### src/rtl/tpc_pkg.sv
package tpc_pkg;
  typedef enum logic {
    ST_IDLE    = 1'b0,
    ST_COLLECT = 1'b1
  } tpc_state_e;

  localparam int STATUS_W = 6;
endpackage

### src/rtl/tpc_ctrl.sv
module tpc_ctrl
  import tpc_pkg::*;
(
  input  logic clk,
  input  logic rst_n,
  input  logic sum_valid,
  input  logic eoe,
  input  logic all_seen,
  output logic sum_ready,
  output logic in_ready,
  output logic open_evt,
  output logic finish
);
  tpc_state_e state_q;

  assign sum_ready = (state_q == ST_IDLE);
  assign open_evt  = sum_ready & sum_valid;
  assign finish    = (state_q == ST_COLLECT) & (all_seen | eoe);
  assign in_ready  = (state_q == ST_COLLECT) & ~eoe & ~all_seen;

  always_ff @(posedge clk) begin
    if (!rst_n) begin
      state_q <= ST_IDLE;
    end else if (open_evt) begin
      state_q <= ST_COLLECT;
    end else if (finish) begin
      state_q <= ST_IDLE;
    end
  end

  // the two input channels are never open together
  a_r2_ready_exclusive: assert property (@(posedge clk) disable iff (!rst_n)
    !(sum_ready && in_ready));

  // an opened event leaves idle on the next cycle
  a_r2_open_leaves_idle: assert property (@(posedge clk) disable iff (!rst_n)
    open_evt |=> !sum_ready);
endmodule

### src/rtl/tpc_tag_store.sv
module tpc_tag_store #(
  parameter int N_CABLE = 4,
  parameter int N_LAYER = 9,
  parameter int TAG_W   = 3,
  parameter int CAB_W   = 2,
  parameter int LAY_W   = 4
) (
  input  logic                           clk,
  input  logic                           rst_n,
  input  logic                           clear,
  input  logic                           wr_en,
  input  logic [CAB_W-1:0]               wr_cable,
  input  logic [LAY_W-1:0]               wr_layer,
  input  logic [TAG_W-1:0]               wr_tag,
  output logic [N_CABLE*N_LAYER*TAG_W-1:0] tags,
  output logic [N_CABLE*N_LAYER-1:0]     seen
);
  localparam int N_SLOT = N_CABLE * N_LAYER;

  for (genvar c = 0; c < N_CABLE; c++) begin : g_cab
    for (genvar l = 0; l < N_LAYER; l++) begin : g_lay
      localparam int IDX = c * N_LAYER + l;
      logic hit;
      assign hit = wr_en && (wr_cable == CAB_W'(c)) && (wr_layer == LAY_W'(l));

      always_ff @(posedge clk) begin
        if (!rst_n || clear) begin
          seen[IDX] <= 1'b0;
          tags[IDX*TAG_W +: TAG_W] <= '0;
        end else if (hit) begin
          seen[IDX] <= 1'b1;
          tags[IDX*TAG_W +: TAG_W] <= wr_tag;
        end
      end
    end
  end

  // a layer index beyond the last layer leaves the presence map untouched
  a_r9_range_drop: assert property (@(posedge clk) disable iff (!rst_n)
    (wr_en && !clear && (int'(wr_layer) >= N_LAYER)) |=> $stable(seen));

  // clearing empties the presence map
  a_r2_clear_empties: assert property (@(posedge clk) disable iff (!rst_n)
    clear |=> ($countones(seen) == 0));

  initial begin
    assert (N_SLOT > 0);
  end
endmodule

### src/rtl/tpc_cable_cmp.sv
module tpc_cable_cmp #(
  parameter int N_LAYER = 9,
  parameter int TAG_W   = 3
) (
  input  logic [TAG_W-1:0]         sum_tag,
  input  logic [N_LAYER*TAG_W-1:0] tags,
  input  logic [N_LAYER-1:0]       seen,
  output logic                     ovr,
  output logic [N_LAYER-1:0]       lyr,
  output logic [N_LAYER-1:0]       miss
);
  logic [TAG_W-1:0] ref_tag;
  assign ref_tag = tags[TAG_W-1:0];

  // first level: layer 0 against the event summary
  assign ovr = seen[0] && (ref_tag != sum_tag);
  assign miss = ~seen;
  assign lyr[0] = 1'b0;

  // second level: every other layer against layer 0 of its own cable
  for (genvar l = 1; l < N_LAYER; l++) begin : g_lay
    assign lyr[l] = seen[0] && seen[l] && (tags[l*TAG_W +: TAG_W] != ref_tag);
  end
endmodule

### src/rtl/tag_phase_check.sv
module tag_phase_check
  import tpc_pkg::*;
#(
  parameter int N_CABLE = 4,
  parameter int TAG_W   = 3,
  parameter int N_LAYER = 9,
  parameter int CAB_W   = (N_CABLE > 1) ? $clog2(N_CABLE) : 1,
  parameter int LAY_W   = $clog2(N_LAYER + 1)
) (
  input  logic                       clk,
  input  logic                       rst_n,
  input  logic                       sum_valid,
  output logic                       sum_ready,
  input  logic [TAG_W-1:0]           sum_tag,
  input  logic                       in_valid,
  output logic                       in_ready,
  input  logic [CAB_W-1:0]           in_cable,
  input  logic [LAY_W-1:0]           in_layer,
  input  logic [TAG_W-1:0]           in_tag,
  input  logic                       eoe,
  output logic                       done,
  output logic [N_CABLE-1:0]         ovr_err,
  output logic [N_CABLE*N_LAYER-1:0] lyr_err,
  output logic [N_CABLE*N_LAYER-1:0] miss_err,
  output logic [STATUS_W-1:0]        status
);
  localparam int N_SLOT = N_CABLE * N_LAYER;

  logic                      open_evt, finish, all_seen;
  logic [TAG_W-1:0]          sum_tag_q;
  logic [N_SLOT*TAG_W-1:0]   tags;
  logic [N_SLOT-1:0]         seen;
  logic [N_CABLE-1:0]        ovr_d;
  logic [N_SLOT-1:0]         lyr_d, miss_d;
  logic [2:0]                cur_q, sticky_q, cur_d;
  logic                      done_q;

  assign all_seen = &seen;

  tpc_ctrl u_ctrl (
    .clk       (clk),
    .rst_n     (rst_n),
    .sum_valid (sum_valid),
    .eoe       (eoe),
    .all_seen  (all_seen),
    .sum_ready (sum_ready),
    .in_ready  (in_ready),
    .open_evt  (open_evt),
    .finish    (finish)
  );

  tpc_tag_store #(
    .N_CABLE (N_CABLE),
    .N_LAYER (N_LAYER),
    .TAG_W   (TAG_W),
    .CAB_W   (CAB_W),
    .LAY_W   (LAY_W)
  ) u_store (
    .clk      (clk),
    .rst_n    (rst_n),
    .clear    (open_evt),
    .wr_en    (in_valid & in_ready),
    .wr_cable (in_cable),
    .wr_layer (in_layer),
    .wr_tag   (in_tag),
    .tags     (tags),
    .seen     (seen)
  );

  for (genvar c = 0; c < N_CABLE; c++) begin : g_cab
    tpc_cable_cmp #(
      .N_LAYER (N_LAYER),
      .TAG_W   (TAG_W)
    ) u_cmp (
      .sum_tag (sum_tag_q),
      .tags    (tags[c*N_LAYER*TAG_W +: N_LAYER*TAG_W]),
      .seen    (seen[c*N_LAYER +: N_LAYER]),
      .ovr     (ovr_d[c]),
      .lyr     (lyr_d[c*N_LAYER +: N_LAYER]),
      .miss    (miss_d[c*N_LAYER +: N_LAYER])
    );

    // the layer-0 position never carries a per-layer flag
    a_r4_layer0_quiet: assert property (@(posedge clk) disable iff (!rst_n)
      !lyr_err[c*N_LAYER]);

    // a missing layer 0 never coexists with an overall flag
    a_r8_miss_blocks_ovr: assert property (@(posedge clk) disable iff (!rst_n)
      miss_err[c*N_LAYER] |-> !ovr_err[c]);
  end

  assign cur_d = {|miss_d, |lyr_d, |ovr_d};

  always_ff @(posedge clk) begin
    if (!rst_n) begin
      sum_tag_q <= '0;
      ovr_err   <= '0;
      lyr_err   <= '0;
      miss_err  <= '0;
      cur_q     <= '0;
      sticky_q  <= '0;
      done_q    <= 1'b0;
    end else begin
      done_q <= finish;
      if (open_evt) begin
        sum_tag_q <= sum_tag;
        ovr_err   <= '0;
        lyr_err   <= '0;
        miss_err  <= '0;
        cur_q     <= '0;
      end else if (finish) begin
        ovr_err   <= ovr_d;
        lyr_err   <= lyr_d;
        miss_err  <= miss_d;
        cur_q     <= cur_d;
        sticky_q  <= sticky_q | cur_d;
      end
    end
  end

  assign done   = done_q;
  assign status = {sticky_q, cur_q};

  // done lasts a single cycle
  a_r7_done_single: assert property (@(posedge clk) disable iff (!rst_n)
    done |=> !done);

  // opening an event wipes the per-event results
  a_r2_open_clears: assert property (@(posedge clk) disable iff (!rst_n)
    open_evt |=> (ovr_err == '0 && lyr_err == '0 && miss_err == '0 && status[2:0] == 3'b000));

  // sticky summary bits never drop
  a_r10_sticky_hold: assert property (@(posedge clk) disable iff (!rst_n)
    1'b1 |=> ((status[5:3] & $past(status[5:3])) == $past(status[5:3])));

  // results hold between publication and the next event
  a_r7_results_hold: assert property (@(posedge clk) disable iff (!rst_n)
    (!open_evt && !finish) |=> $stable(ovr_err) && $stable(lyr_err) && $stable(miss_err));
endmodule

### config.mk
export PLATFORM = sky130hd
export DESIGN_NAME = tag_phase_check
export DESIGN_NICKNAME = d
export VERILOG_FILES = /design/src/rtl/tpc_pkg.sv /design/src/rtl/tpc_ctrl.sv /design/src/rtl/tpc_tag_store.sv /design/src/rtl/tpc_cable_cmp.sv /design/src/rtl/tag_phase_check.sv
export SDC_FILE = /design/constraint.sdc
export NUM_CORES = 1
export LEC_CHECK = 0
export ABC_AREA = 1
export BUFFER_PORTS_ARGS = -buffer_cell sky130_fd_sc_hd__clkbuf_2
export CAP_MARGIN = 20
export CELL_PAD_IN_SITES_DETAIL_PLACEMENT = 2
export CELL_PAD_IN_SITES_GLOBAL_PLACEMENT = 2
export CORE_MARGIN = 4
export CORE_UTILIZATION = 35
export CTS_CLUSTER_DIAMETER = 120
export CTS_CLUSTER_SIZE = 16
export DETAILED_ROUTE_END_ITERATION = 10
export PLACE_DENSITY_LB_ADDON = 0.1
export SYNTH_ARGS = -nofsm -noshare
export SYNTH_HDL_FRONTEND = slang
export SYNTH_HIERARCHICAL = 1
export SYNTH_SLANG_ARGS = --single-unit
export TNS_END_PERCENT = 5
### constraint.sdc
create_clock -name clk -period 4.2 [get_ports clk]
set_input_delay 0.84 -clock clk [delete_from_list [all_inputs] [get_ports clk]]
set_output_delay 0.84 -clock clk [all_outputs]
set_load 0.1 [all_outputs]
==> metrics.txt <==
status complete, no violations; routed vias/inst just under 5; setup TNS 0 ps; DR WL/cell about 18 µm; Seq/Total Area, Yosys 0.403; top cells by area, synth dfxtp_1, nand2_1, nor2_1; multi-input logic area 5430 µm²; worst r2r dst u_store/tags[101]; Clock Skews ~22 ps; cells on worst reg2reg path 13; TritonCTS clock tree done; total CTS buffers 18; Max-Cap Viols 0; dominant cell type by area after synthesis dfxtp_1; CTS sink count roughly 230; headroom to the max-slew limit 0.272; residual DRC count 0; max frequency between 0.2 and 0.3 GHz; HP Start sticky_q[2]; distinct cell type count after synthesis 26; I/O pin cnt around 100; max-slew violations 0; num rows between 60 and 70; net count reported at finish around 1,900; DRT iter0 DRCs between 400 and 500; global-route usage over all layers 0.235; Initial Util 0.354; worst-case clock buffer depth 3; Pre-Repair DR Iteration Count 4; data required time at the worst endpoint ~3400 ps; Clk Latency, worst-skew pair between 500 and 600 ps; H-tree Lvls 1; Routed Antenna Nets 0; post-synth top area share 0.403; root buffer cell clkbuf_16; WHS Path Cells 2; total grt overflow 0; overall power 4.26 mW; Worst VDD drop 0.242 mV; syn_nets 1,831; Power Dens Cells 339 nW/µm²; endpoints failing hold 0; Setup-failing EPs final 0; crit path DAT 2510 ps; first-pass GRT wire length between 60,000 and 70,000 µm; Worst setup EP type primary output; Clock transition at path regs 70 ps; antenna violations before repair 0; Leak 5.39 nW; Syn Area/Cell 6.32 µm²; Post-synth EDFFs 0; routed via count approximately 11,000; core box area between 30,000 and 40,000 µm²; vias in the first global route 11,739; Post-synth ARST share 0; share of cells above drive strength 1 0.0988; worst setup path category reg -> out; synthesized instance count around 1,800; Hold-fix buffers, CTS 0; Placer Congestion 0.784; Syn-to-layout area delta 9.69%; Die Y about 190 µm; routed wire length 42,500 µm; hold endpoint sticky_q[2]; CP Max Fanout 12; Fillers between 4,000 and 5,000; Die Wd 189 µm; Post-CTS Setup Repair Bufs 0; Main synth FF type dfxtp_1; Final Instance Area roughly 13,000 µm²; period utilization 0.796; dpl hpwl ~31,000 µm; FF-to-FF Start u_store/seen[27]; cell area after synthesis ~11,000 µm²; crit path time final 3350 ps; die area roughly 36,000 µm²; FF-to-FF setup slack roughly 1200 ps; worst-margin pin slew 1090 ps; RSZ-0062 raised after global routing false; Post-CTS Resized 0; Antenna diodes 0; Yosys reg bits ~230; Port-buffer cells ~100; Storage cell area between 4000 and 5000 µm²; largest net degree at the start of global routing 110; Yosys warnings 6; Startpoint Class flop; Hold WC Path Type reg -> reg; Post-DP Area roughly 12,000 µm²
[power breakdown]
part	total, mW	leakage [nW]	internal, mW	switching (mW)
clock	1.64	0.240	0.808	0.836
combinational	0.393	3.29	0.0719	0.321
sequential	2.23	1.86	2.21	0.0207
total	4.26	5.39	3.09	1.18
[cells by family (layout without fill, tap and decap cells)]
kind of cell / Yosys count / count (layout) / share of synthesized area
AND/OR/NAND/NOR: 1150 / 1150 / 0.401
buffers and inverters: 307 / 356 / 0.125
flip-flops: 231 / 231 / 0.403
AO/OA/AOI/OAI: 86 / 86 / 0.0420
XOR/XNOR: 36 / 36 / 0.0275
other: 4 / 4 / 0.00131
[Yosys cell counts (8+ instances only)]
master	n
nor2_1	400
nand2_1	581
inv_1	199
inv_2	11
dfxtp_1	231
buf_2	29
nand3_1	141
xnor2_1	36
clkbuf_1	14
inv_6	8
a21oi_2	11
buf_6	18
a21oi_1	65
buf_4	18
nand4_1	10
[through the flow]
| step | cells | hold slack, ps | worst slack (ps) | util |
|---|---|---|---|---|
| after global routing | 2305 | 481 | 712 | 0.388 |
| final | 2305 | 461 | 855 | 0.388 |
| after detailed placement | 2284 | 449 | 1190 | 0.372 |
| after CTS | 2304 | 461 | 814 | 0.387 |
| after floorplan | 1814 | 464 | 1540 | - |
| after global placement | 2284 | 444 | 1310 | 0.372 |
[worst max-delay path, stage by stage, from the launching register on]
cell and delay [ps]:
dfxtp_1 580, nand4_1 150, nor3_1 390, and3_1 330, nor2_4 60, nand2_2 70
inv_1 60, clkbuf_2 360
[state kept, by name (all words and copies together) (netlist names)]
register        flops
miss_err           36
u_store/tags      108
u_ctrl/state_q      1
done                1
ovr_err             4
sticky_q            3
u_store/seen       36
sum_tag_q           3
cur_q               3
lyr_err            36
[layout by cell type (no fill, tap or decap), drive strengths merged, types with 6 or more instances in the layout]
| cell type | instances |
|---|---|
| nand2 | 584 |
| nor2 | 408 |
| dfxtp | 231 |
| inv | 222 |
| nand3 | 145 |
| clkbuf | 120 |
| a21oi | 76 |
| xnor2 | 36 |
| buf | 14 |
| nand4 | 10 |
| o21ai | 6 |
[metal layers]
metal	wire [µm]	share of wire	track usage
met1	21000	0.50	0.335
met2	19300	0.45	0.391
met3	1420	0.033	0.0234
met4	792	0.019	0.0462
met5	0	0	0
[how the worst max path moves through the flow]
stage	from	to	slack [ps]	depth (start not counted)
6_report	u_store/seen[27]	in_ready	850	7
5_1_grt	u_store/seen[27]	in_ready	710	7
4_1_cts	u_store/seen[27]	in_ready	810	7
3_5_place_dp	eoe	u_store/tags[68]	1190	11
3_3_place_gp	eoe	u_store/tags[61]	1310	11
2_1_floorplan	eoe	u_store/tags[105]	1540	12
[layout make-up]
type,count,share of cell area
Sequential cell,231,0.367
Tap cell,442,0.0439
Multi-Input combinational cell,1276,0.431
Clock inverter,1,0.000895
Inverter,221,0.0691
Timing Repair Buffer,115,0.0498
Clock buffer,19,0.0378
Power figures use the tool's default switching activity.
